<file path="src/rtl/tts_pkg.sv">
package tts_pkg;
  localparam int NUM_GRP = 4;
  localparam int GRP_W   = 2;

  typedef enum logic [1:0] {
    CMD_NOP = 2'b00,
    CMD_ACT = 2'b01,
    CMD_RD  = 2'b10,
    CMD_WR  = 2'b11
  } dram_cmd_e;
endpackage

</file>
<file path="src/rtl/tts_slot_timer.sv">
module tts_slot_timer #(
  parameter int SLOT_CYC = 4,
  parameter int PH_W     = (SLOT_CYC > 1) ? $clog2(SLOT_CYC) : 1
) (
  input  logic                     clk,
  input  logic                     rst_n,
  output logic [PH_W-1:0]          phase,
  output logic [tts_pkg::GRP_W-1:0] grp,
  output logic                     slot_start
);
  localparam logic [PH_W-1:0] LAST_PH = PH_W'(SLOT_CYC - 1);

  always_ff @(posedge clk or negedge rst_n) begin
    if (!rst_n) begin
      phase <= '0;
      grp   <= '0;
    end else if (phase == LAST_PH) begin
      phase <= '0;
      grp   <= grp + 1'b1;
    end else begin
      phase <= phase + 1'b1;
    end
  end

  assign slot_start = (phase == '0);
endmodule

</file>
<file path="src/rtl/tts_cmd_gen.sv">
module tts_cmd_gen #(
  parameter int ROW_W  = 14,
  parameter int COL_W  = 10,
  parameter int BANK_W = 3,
  parameter int ADDR_W = 14,
  parameter int T_RCD  = 2,
  parameter int PH_W   = 2
) (
  input  logic                      clk,
  input  logic                      rst_n,
  input  logic [PH_W-1:0]           phase,
  input  logic [tts_pkg::GRP_W-1:0] grp,
  input  logic                      slot_start,
  input  logic                      sel_valid,
  input  logic                      sel_we,
  input  logic [ROW_W-1:0]          sel_row,
  input  logic [COL_W-1:0]          sel_col,
  output tts_pkg::dram_cmd_e        cmd,
  output logic                      rank,
  output logic [BANK_W-1:0]         bank,
  output logic [ADDR_W-1:0]         addr,
  output logic                      ap,
  output logic                      col_fire,
  output logic [tts_pkg::GRP_W-1:0] col_grp
);
  import tts_pkg::*;

  localparam logic [PH_W-1:0] COL_PH = PH_W'(T_RCD);

  logic                 pend_q;
  logic                 we_q;
  logic [COL_W-1:0]     col_q;
  logic [GRP_W-1:0]     grp_q;

  always_ff @(posedge clk or negedge rst_n) begin
    if (!rst_n) begin
      cmd      <= CMD_NOP;
      rank     <= 1'b0;
      bank     <= '0;
      addr     <= '0;
      ap       <= 1'b0;
      col_fire <= 1'b0;
      col_grp  <= '0;
      pend_q   <= 1'b0;
      we_q     <= 1'b0;
      col_q    <= '0;
      grp_q    <= '0;
    end else begin
      cmd      <= CMD_NOP;
      rank     <= 1'b0;
      bank     <= '0;
      addr     <= '0;
      ap       <= 1'b0;
      col_fire <= 1'b0;
      if (slot_start && sel_valid) begin
        cmd    <= CMD_ACT;
        rank   <= grp[0];
        bank   <= BANK_W'(grp[1]);
        addr   <= ADDR_W'(sel_row);
        pend_q <= 1'b1;
        we_q   <= sel_we;
        col_q  <= sel_col;
        grp_q  <= grp;
      end else if (pend_q && (phase == COL_PH)) begin
        cmd      <= we_q ? CMD_WR : CMD_RD;
        rank     <= grp_q[0];
        bank     <= BANK_W'(grp_q[1]);
        addr     <= ADDR_W'(col_q);
        ap       <= 1'b1;
        col_fire <= 1'b1;
        col_grp  <= grp_q;
        pend_q   <= 1'b0;
      end
    end
  end
endmodule

</file>
<file path="src/rtl/tts_done_pipe.sv">
module tts_done_pipe #(
  parameter int DONE_LAT = 3
) (
  input  logic                                clk,
  input  logic                                rst_n,
  input  logic                                fire,
  input  logic [tts_pkg::GRP_W-1:0]           fire_grp,
  output logic [tts_pkg::NUM_GRP-1:0]         done
);
  import tts_pkg::*;

  for (genvar g = 0; g < NUM_GRP; g++) begin : g_grp
    logic hit;
    logic [DONE_LAT-1:0] sr;
    assign hit = fire && (fire_grp == GRP_W'(g));

    if (DONE_LAT == 1) begin : g_one
      always_ff @(posedge clk or negedge rst_n) begin
        if (!rst_n) sr <= '0;
        else        sr <= hit;
      end
    end else begin : g_many
      always_ff @(posedge clk or negedge rst_n) begin
        if (!rst_n) sr <= '0;
        else        sr <= {sr[DONE_LAT-2:0], hit};
      end
    end

    assign done[g] = sr[DONE_LAT-1];
  end
endmodule

</file>
<file path="src/rtl/tt_bank_sched.sv">
module tt_bank_sched #(
  parameter int ROW_W    = 14,
  parameter int COL_W    = 10,
  parameter int BANK_W   = 3,
  parameter int SLOT_CYC = 4,
  parameter int T_RCD    = 2,
  parameter int DONE_LAT = 3,
  localparam int ADDR_W  = (ROW_W > COL_W) ? ROW_W : COL_W
) (
  input  logic                 clk,
  input  logic                 rst_n,
  input  logic [3:0]           req_valid,
  input  logic [3:0]           req_we,
  input  logic [4*ROW_W-1:0]   req_row,
  input  logic [4*COL_W-1:0]   req_col,
  output logic [3:0]           req_ready,
  output logic [1:0]           dram_cmd,
  output logic                 dram_rank,
  output logic [BANK_W-1:0]    dram_bank,
  output logic [ADDR_W-1:0]    dram_addr,
  output logic                 dram_ap,
  output logic [3:0]           done
);
  import tts_pkg::*;

  localparam int PH_W = (SLOT_CYC > 1) ? $clog2(SLOT_CYC) : 1;

  logic [PH_W-1:0]  phase;
  logic [GRP_W-1:0] grp;
  logic             slot_start;
  logic             sel_valid;
  logic             sel_we;
  logic [ROW_W-1:0] sel_row;
  logic [COL_W-1:0] sel_col;
  dram_cmd_e        cmd;
  logic             col_fire;
  logic [GRP_W-1:0] col_grp;

  tts_slot_timer #(.SLOT_CYC(SLOT_CYC), .PH_W(PH_W)) u_timer (
    .clk(clk), .rst_n(rst_n), .phase(phase), .grp(grp), .slot_start(slot_start)
  );

  assign sel_valid = req_valid[grp];
  assign sel_we    = req_we[grp];
  assign sel_row   = req_row[grp*ROW_W +: ROW_W];
  assign sel_col   = req_col[grp*COL_W +: COL_W];
  assign req_ready = slot_start ? (4'b0001 << grp) : 4'b0000;

  tts_cmd_gen #(
    .ROW_W(ROW_W), .COL_W(COL_W), .BANK_W(BANK_W), .ADDR_W(ADDR_W),
    .T_RCD(T_RCD), .PH_W(PH_W)
  ) u_cmd (
    .clk(clk), .rst_n(rst_n), .phase(phase), .grp(grp), .slot_start(slot_start),
    .sel_valid(sel_valid), .sel_we(sel_we), .sel_row(sel_row), .sel_col(sel_col),
    .cmd(cmd), .rank(dram_rank), .bank(dram_bank), .addr(dram_addr), .ap(dram_ap),
    .col_fire(col_fire), .col_grp(col_grp)
  );

  assign dram_cmd = cmd;

  tts_done_pipe #(.DONE_LAT(DONE_LAT)) u_done (
    .clk(clk), .rst_n(rst_n), .fire(col_fire), .fire_grp(col_grp), .done(done)
  );
endmodule

</file>
<file path="config.mk">
export PLATFORM = sky130hd
export DESIGN_NAME = tt_bank_sched
export DESIGN_NICKNAME = d
export VERILOG_FILES = /design/src/rtl/tts_pkg.sv /design/src/rtl/tts_slot_timer.sv /design/src/rtl/tts_cmd_gen.sv /design/src/rtl/tts_done_pipe.sv /design/src/rtl/tt_bank_sched.sv
export SDC_FILE = /design/constraint.sdc
export NUM_CORES = 1
export LEC_CHECK = 0
export BUFFER_PORTS_ARGS = -buffer_cell sky130_fd_sc_hd__buf_2
export CAP_MARGIN = 15
export CORE_ASPECT_RATIO = 1.75
export CORE_MARGIN = 8
export CORE_UTILIZATION = 46
export DETAILED_ROUTE_END_ITERATION = 10
export PLACE_DENSITY = 0.81
export REMOVE_ABC_BUFFERS = 1
export SYNTH_ARGS = -nofsm -noshare
export SYNTH_HDL_FRONTEND = slang
export SYNTH_SLANG_ARGS = --single-unit
export TNS_END_PERCENT = 1
</file>
<file path="constraint.sdc">
create_clock -name clk -period 2.1 [get_ports clk]
set_input_delay 0.42 -clock clk [delete_from_list [all_inputs] [get_ports clk]]
set_output_delay 0.42 -clock clk [all_outputs]
set_load 0.01 [all_outputs]
</file>
==> qor.yml, run 1 <==
leakage_nw: 1.791
yosys-top-cells-area: "dfrtp_1 47%, mux4_2 21%, mux2_2 8.5%, ha_1 3.8%, and3_1 2.8%"
cts_max_path_buffers: 2
worstPathMaxFanout: 10
arrival_ns: 1.42
hold_class: "in2async"
antenna_found_initial: 0
period_minus_slack_ns: 1.840
worst-setup-path-type: "reg2out"
cts_tree: "yes"
die_y_um: 116.5
ys_types: 30
place_ws_ns: 0.2851
synth_warnings: 0
status: "finished clean"
dr.pass1.iters: 4
io_pins: 135
final_cells: 389
synth_top_area_share_pct: 47.17
routed_wl_mm: 6.872
syn_inst: 179
clk_pin_slew_ns: 0.09
clock_latency_ns: 0.30
port_buffers: 132
critPathRequiredTime_ns: 1.68
h-tree-depth: 2
grt_overflow_total: 0
placed_cells: 379
synth_commonest_cells: "50 x dfrtp_1, 25 x mux4_2, 20 x mux2_2"
synth_seq_cells: 50
core_um2: 5585
finalSetupViolCount: 0
layout_worst_path_cycle_share_pct: 87.64
ant_nets: 0
track_usage_pct: 16.59
maxSlewViolCount: 0
grt_pass1_vias: 2389
drcViolationCount: 0
max_freq_mhz: 543.4
peakVddDrop_mv: 0.3457
die_w_um: 73.40
grt_pass1_wl_mm: 10.92
cts.sinks: 50
drt_iter0_markers: 94
postSynth.asyncResetShare_pct: 100.0
wl_per_cell_um: 17.67
cts_setup_buffers: 0
vias_per_cell: 5.059
synth.most_common_cell: "dfrtp_1"
place_congestion: 0.7856
cts_hold_buf: 0
fin_hold_ws_ns: 0.06312
cts_resized: 0
setup_ws_ns: 0.2596
synth_largest_area_cell: "dfrtp_1"
die_area_um2: 8548
rows: 36
p_total_mw: 1.911
grt_max_degree: 32
netlist_area_um2: 2653
synth_ff_type: "dfrtp_1"
cap_violations: 0
skew_ns: 0.008741
numCtsBuffers: 5
start_util_pct: 47.49
synth_edf_count: 0
yosysSeqAreaShare_pct: 47.17
root_buffer: "clkbuf_8"
finalInstanceArea_um2: 3501
fin_nets: 424
placed_area_um2: 3382
syn_avg_cell_area_um2: 14.82
hpwl_mm: 5.613
syn2layout_area_growth_pct: 31.98
cp-start-kind: "flop"
fill_cells: 476
p_per_area_nw_per_um2: 545.9
end_kind: "output port"
rsz0062_at_grt: "no"
vias: 1968
hold_viol_final: 0
drive_gt1_share_pct: 64.95
critical path, cell delays in order, from the launching register on:
cell and delay (ns):
dfrtp_1 0.52, inv_1 0.13, ha_1 0.19, and2_1 0.15
buf_2 0.13
area by class of cell:
| cell class | instances | area, µm² | area share, % |
|---|---|---|---|
| flip-flops and latches | 50 | 1252 | 35.78 |
| well taps | 76 | 95.09 | 2.716 |
| inverters | 6 | 22.52 | 0.6433 |
| diodes | 2 | 5.005 | 0.1430 |
| multi-input cells | 106 | 1259 | 35.95 |
| repair buffers | 141 | 753.2 | 21.52 |
| clock buffers | 5 | 68.82 | 1.966 |
| clock inverters | 3 | 45.04 | 1.287 |
layout by cell type (no fill, tap or decap), drive strengths merged, types with 2 or more instances in the layout:
| cell type | count |
|---|---|
| clkinvlp | 2 |
| o21ai | 3 |
| mux2 | 24 |
| mux4 | 25 |
| and2 | 5 |
| mux2i | 2 |
| nor2b | 4 |
| dfrtp | 50 |
| buf | 141 |
| or2 | 2 |
| inv | 6 |
| diode | 2 |
| nor2 | 2 |
| conb | 2 |
| and3 | 12 |
| ha | 8 |
| nand2b | 2 |
| clkbuf | 5 |
| nand2 | 6 |
registers in the layout, indices dropped and copies added, names as in the netlist:
name / count
u_cmd.addr: 14
u_done.g_grp.sr: 12
u_cmd.col_q: 10
u_cmd.col_grp: 2
u_cmd.grp_q: 2
u_timer.grp: 2
u_timer.phase: 2
u_cmd.ap: 1
u_cmd.bank: 1
u_cmd.cmd: 1
u_cmd.pend_q: 1
u_cmd.rank: 1
u_cmd.we_q: 1
routing by layer:
layer  global-route usage [%]  wire (µm)  share of wire, %
met3                    4.213        563               8.2
met5                        0          0                 0
met4                    8.456        140               2.0
met2                    31.07       3911                57
met1                    15.99       2256                33
where the power goes:
| group | leakage (nW) | switching (mW) | internal (mW) | total [mW] |
|---|---|---|---|---|
| combinational | 1.10 | 0.0774 | 0.136 | 0.213 |
| clock | 0.0504 | 0.311 | 0.354 | 0.665 |
| sequential | 0.636 | 0.0245 | 1.01 | 1.03 |
| total | 1.79 | 0.413 | 1.50 | 1.91 |
cell families (layout without fill, tap and decap cells):
group	Yosys count	count (layout)	share of synthesized area (%)
AOI/OAI and AO/OA	9	9	2.689
and+or+nand+nor	35	35	7.641
muxes	51	51	32.74
adders and majority gates	8	8	3.774
DFF	50	50	47.17
other	1	4	0.1414
buffers and inverters	24	155	5.518
xor gates and xnor gates	1	1	0.3302
metrics by stage:
stage / setup TNS (ns) / utilization (%)
after floorplan: -18.16 / -
after global placement: 0 / 60.55
after detailed placement: 0 / 60.55
after CTS: 0 / 62.59
after global routing: 0 / 62.59
final: 0 / 62.68
worst paths after layout:
kind / cells past startpoint / startpoint / slack [ns] / end
worst min register to register: 0 / u_done.g_grp[3].sr[0] / 0.35 / u_done.g_grp[3].sr[1]
worst min-delay path: 1 / rst_n / 0.06 / u_done.g_grp[0].sr[2]
worst max-delay path: 4 / u_timer.grp[1] / 0.26 / req_ready[1]
worst max register to register: 4 / u_timer.grp[0] / 0.26 / u_cmd.addr[3]
min in group clk: 0 / u_done.g_grp[3].sr[0] / 0.35 / u_done.g_grp[3].sr[1]
max in group asynchronous: 2 / rst_n / 1.52 / u_timer.grp[0]
Power figures use the tool's default switching activity.
==> run 2: changes to the inputs <==
Settings changed: CORE_UTILIZATION 46 to 49, PLACE_DENSITY 0.81 to 0.85.
Clock period 2.1 ns to 2.3 ns, I/O delays scaled along.
==> run 2 against run 1 <==
Against the previous run: setup slack better by 0.0074 ns; worst hold slack worse by 0.0016 ns; core utilization up 2.2 points; sequential cell count unchanged; register-to-register slack better by 0.25 ns; combinational power down 9%; critical endpoint is now req_ready[2].
==> qor.yml, run 2 (synthesis results as in run 1) <==
max_freq_mhz: 491.9
regMostFlops: "u_cmd.addr"
numCtsBuffers: 5  # unchanged
utilization_pct: 64.93  # +2.2 points
place_congestion: 0.7613  # -3.1%
drive_gt1_share_pct: 64.61  # -0.34 points
die_area_um2: 8116  # -5.1%
p_per_area_nw_per_um2: 474.8  # -13%
drcViolationCount: 0  # unchanged
clk_pin_slew_ns: 0.09  # about the same
drt_iter0_markers: 89  # -5.3%
setup_ws_ns: 0.2670  # +0.007392 ns
layout_worst_path_cycle_share_pct: 88.39
cts_hold_buf: 0  # unchanged
antenna_found_initial: 0  # unchanged
ant_nets: 0  # unchanged
rows: 35  # -2.8%
h-tree-depth: 2  # unchanged
vias_per_cell: 5.361  # +6.0%
cts_tree: "yes"
cts_max_path_buffers: 2  # unchanged
cts.sinks: 50  # unchanged
syn2layout_area_growth_pct: 28.63
mostFrequentLayoutCells: "132 x buf_2, 49 x dfrtp_1, 25 x mux4_2, 20 x mux2_2, 12 x and3_1"
port_buffers: 132  # unchanged
clock_latency_ns: 0.29  # about the same
top_regs: "u_cmd.addr x14, u_done.g_grp.sr x12, u_cmd.col_q x10"
routed_wl_mm: 6.788  # -1.2%
io_pins: 135  # unchanged
hpwl_mm: 5.461  # -2.7%
end_kind: "output port"
grt_overflow_total: 0  # unchanged
mostFrequentLayoutCell: "buf_2"
die_w_um: 71.62  # -2.4%
antennaDiodeCount: 0  # -2
grt_max_degree: 31  # -3.1%
status: "finished clean"
wl_per_cell_um: 18.70  # +5.9%
worstPathMaxFanout: 30  # +20
hold_class: "in2async"
cts_setup_buffers: 0  # unchanged
cts_resized: 0  # unchanged
critPathRequiredTime_ns: 1.84  # +0.16 ns
fin_nets: 422  # -0.47%
peakVddDrop_mv: 0.2377  # -31%
final_cells: 363  # -6.7%
vias: 1946  # -1.1%
die_y_um: 113.3  # -2.7%
skew_ns: 0.009015  # +0.0002738 ns
arrival_ns: 1.57  # +0.15 ns
grt_pass1_wl_mm: 10.83  # -0.82%
dr.pass1.iters: 4  # unchanged
core_um2: 5255  # -5.9%
maxSlewViolCount: 0  # unchanged
finalSetupViolCount: 0  # unchanged
start_util_pct: 50.48  # +3.0 points
placed_cells: 356  # -6.1%
cap_violations: 0  # unchanged
rsz0062_at_grt: "no"
hold_viol_final: 0  # unchanged
root_buffer: "clkbuf_8"
largest_register_ffs: 14  # unchanged
leakage_nw: 1.761  # -1.7%
cp-start-kind: "flop"
worst-setup-path-type: "reg2out"
period_minus_slack_ns: 2.033
place_ws_ns: 0.4875  # +0.2023 ns
grt_pass1_vias: 2294  # -4.0%
track_usage_pct: 16.95  # +0.35 points
-- run 2: changes by cell type in the layout (fill, tap and decap cells not counted) --
cell / change
diode_2: -2
buf_12: -1
buf_4: -1
bufinv_16: -1
-- run 2: worst paths after layout --
path	start	end	slack, ns	cells past startpoint
setup / recovery	u_timer.grp[0]	req_ready[2]	0.27	5
hold / removal	rst_n	u_done.g_grp[0].sr[2]	0.06	1
setup reg to reg	u_timer.phase[0]	u_cmd.col_q[9]	0.51	6
hold reg to reg	u_done.g_grp[1].sr[0]	u_done.g_grp[1].sr[1]	0.36	0
max in group asynchronous	rst_n	u_cmd.col_q[4]	1.61	2
min in group clk	u_done.g_grp[1].sr[0]	u_done.g_grp[1].sr[1]	0.36	0
-- run 2: area by class of cell --
type | count | area [µm²]
clock inverter | 2 | 15.01
timing repair buffer | 139 | 725.7
fill | 430 | 1843
multi-input combinational | 106 | 1259
inverter | 6 | 22.52
clock buffer | 5 | 68.82
sequential | 50 | 1252
tap | 55 | 68.82
-- run 2: critical path: stages (launching register included) --
cell	delay, ns
dfrtp_2	0.45
buf_12	0.26
inv_1	0.09
ha_1	0.19
and2_1	0.14
buf_2	0.13
-- run 2: layer usage --
layer	up-vias	wire (µm)	part of all wire [%]	track usage (%)
li1	902	-	-	-
met1	960	2229	33	16.48
met3	4	479	7.1	4.872
met4	0	68	1.0	6.173
met5	-	0	0	0
met2	80	4011	59	32.09
-- run 2: through the flow --
stage                     TNS [ns]  hold slack, ns  power (mW)  instance area, µm²
after floorplan             -11.41          0.1644       1.023                2532
after global placement           0          0.3330       1.146                3328
after detailed placement         0          0.3371       1.157                3328
after CTS                        0         0.06043       1.643                3412
after global routing             0         0.07179       1.698                3412
final                            0         0.06156       1.620                3412
-- run 2: where the power goes --
part	leakage [nW]	total, mW	switching (mW)	internal, mW
Sequential	0.636	0.942	0.0214	0.921
Clock	0.0362	0.484	0.276	0.208
Combinational	1.09	0.194	0.0713	0.123
Total	1.76	1.62	0.369	1.25
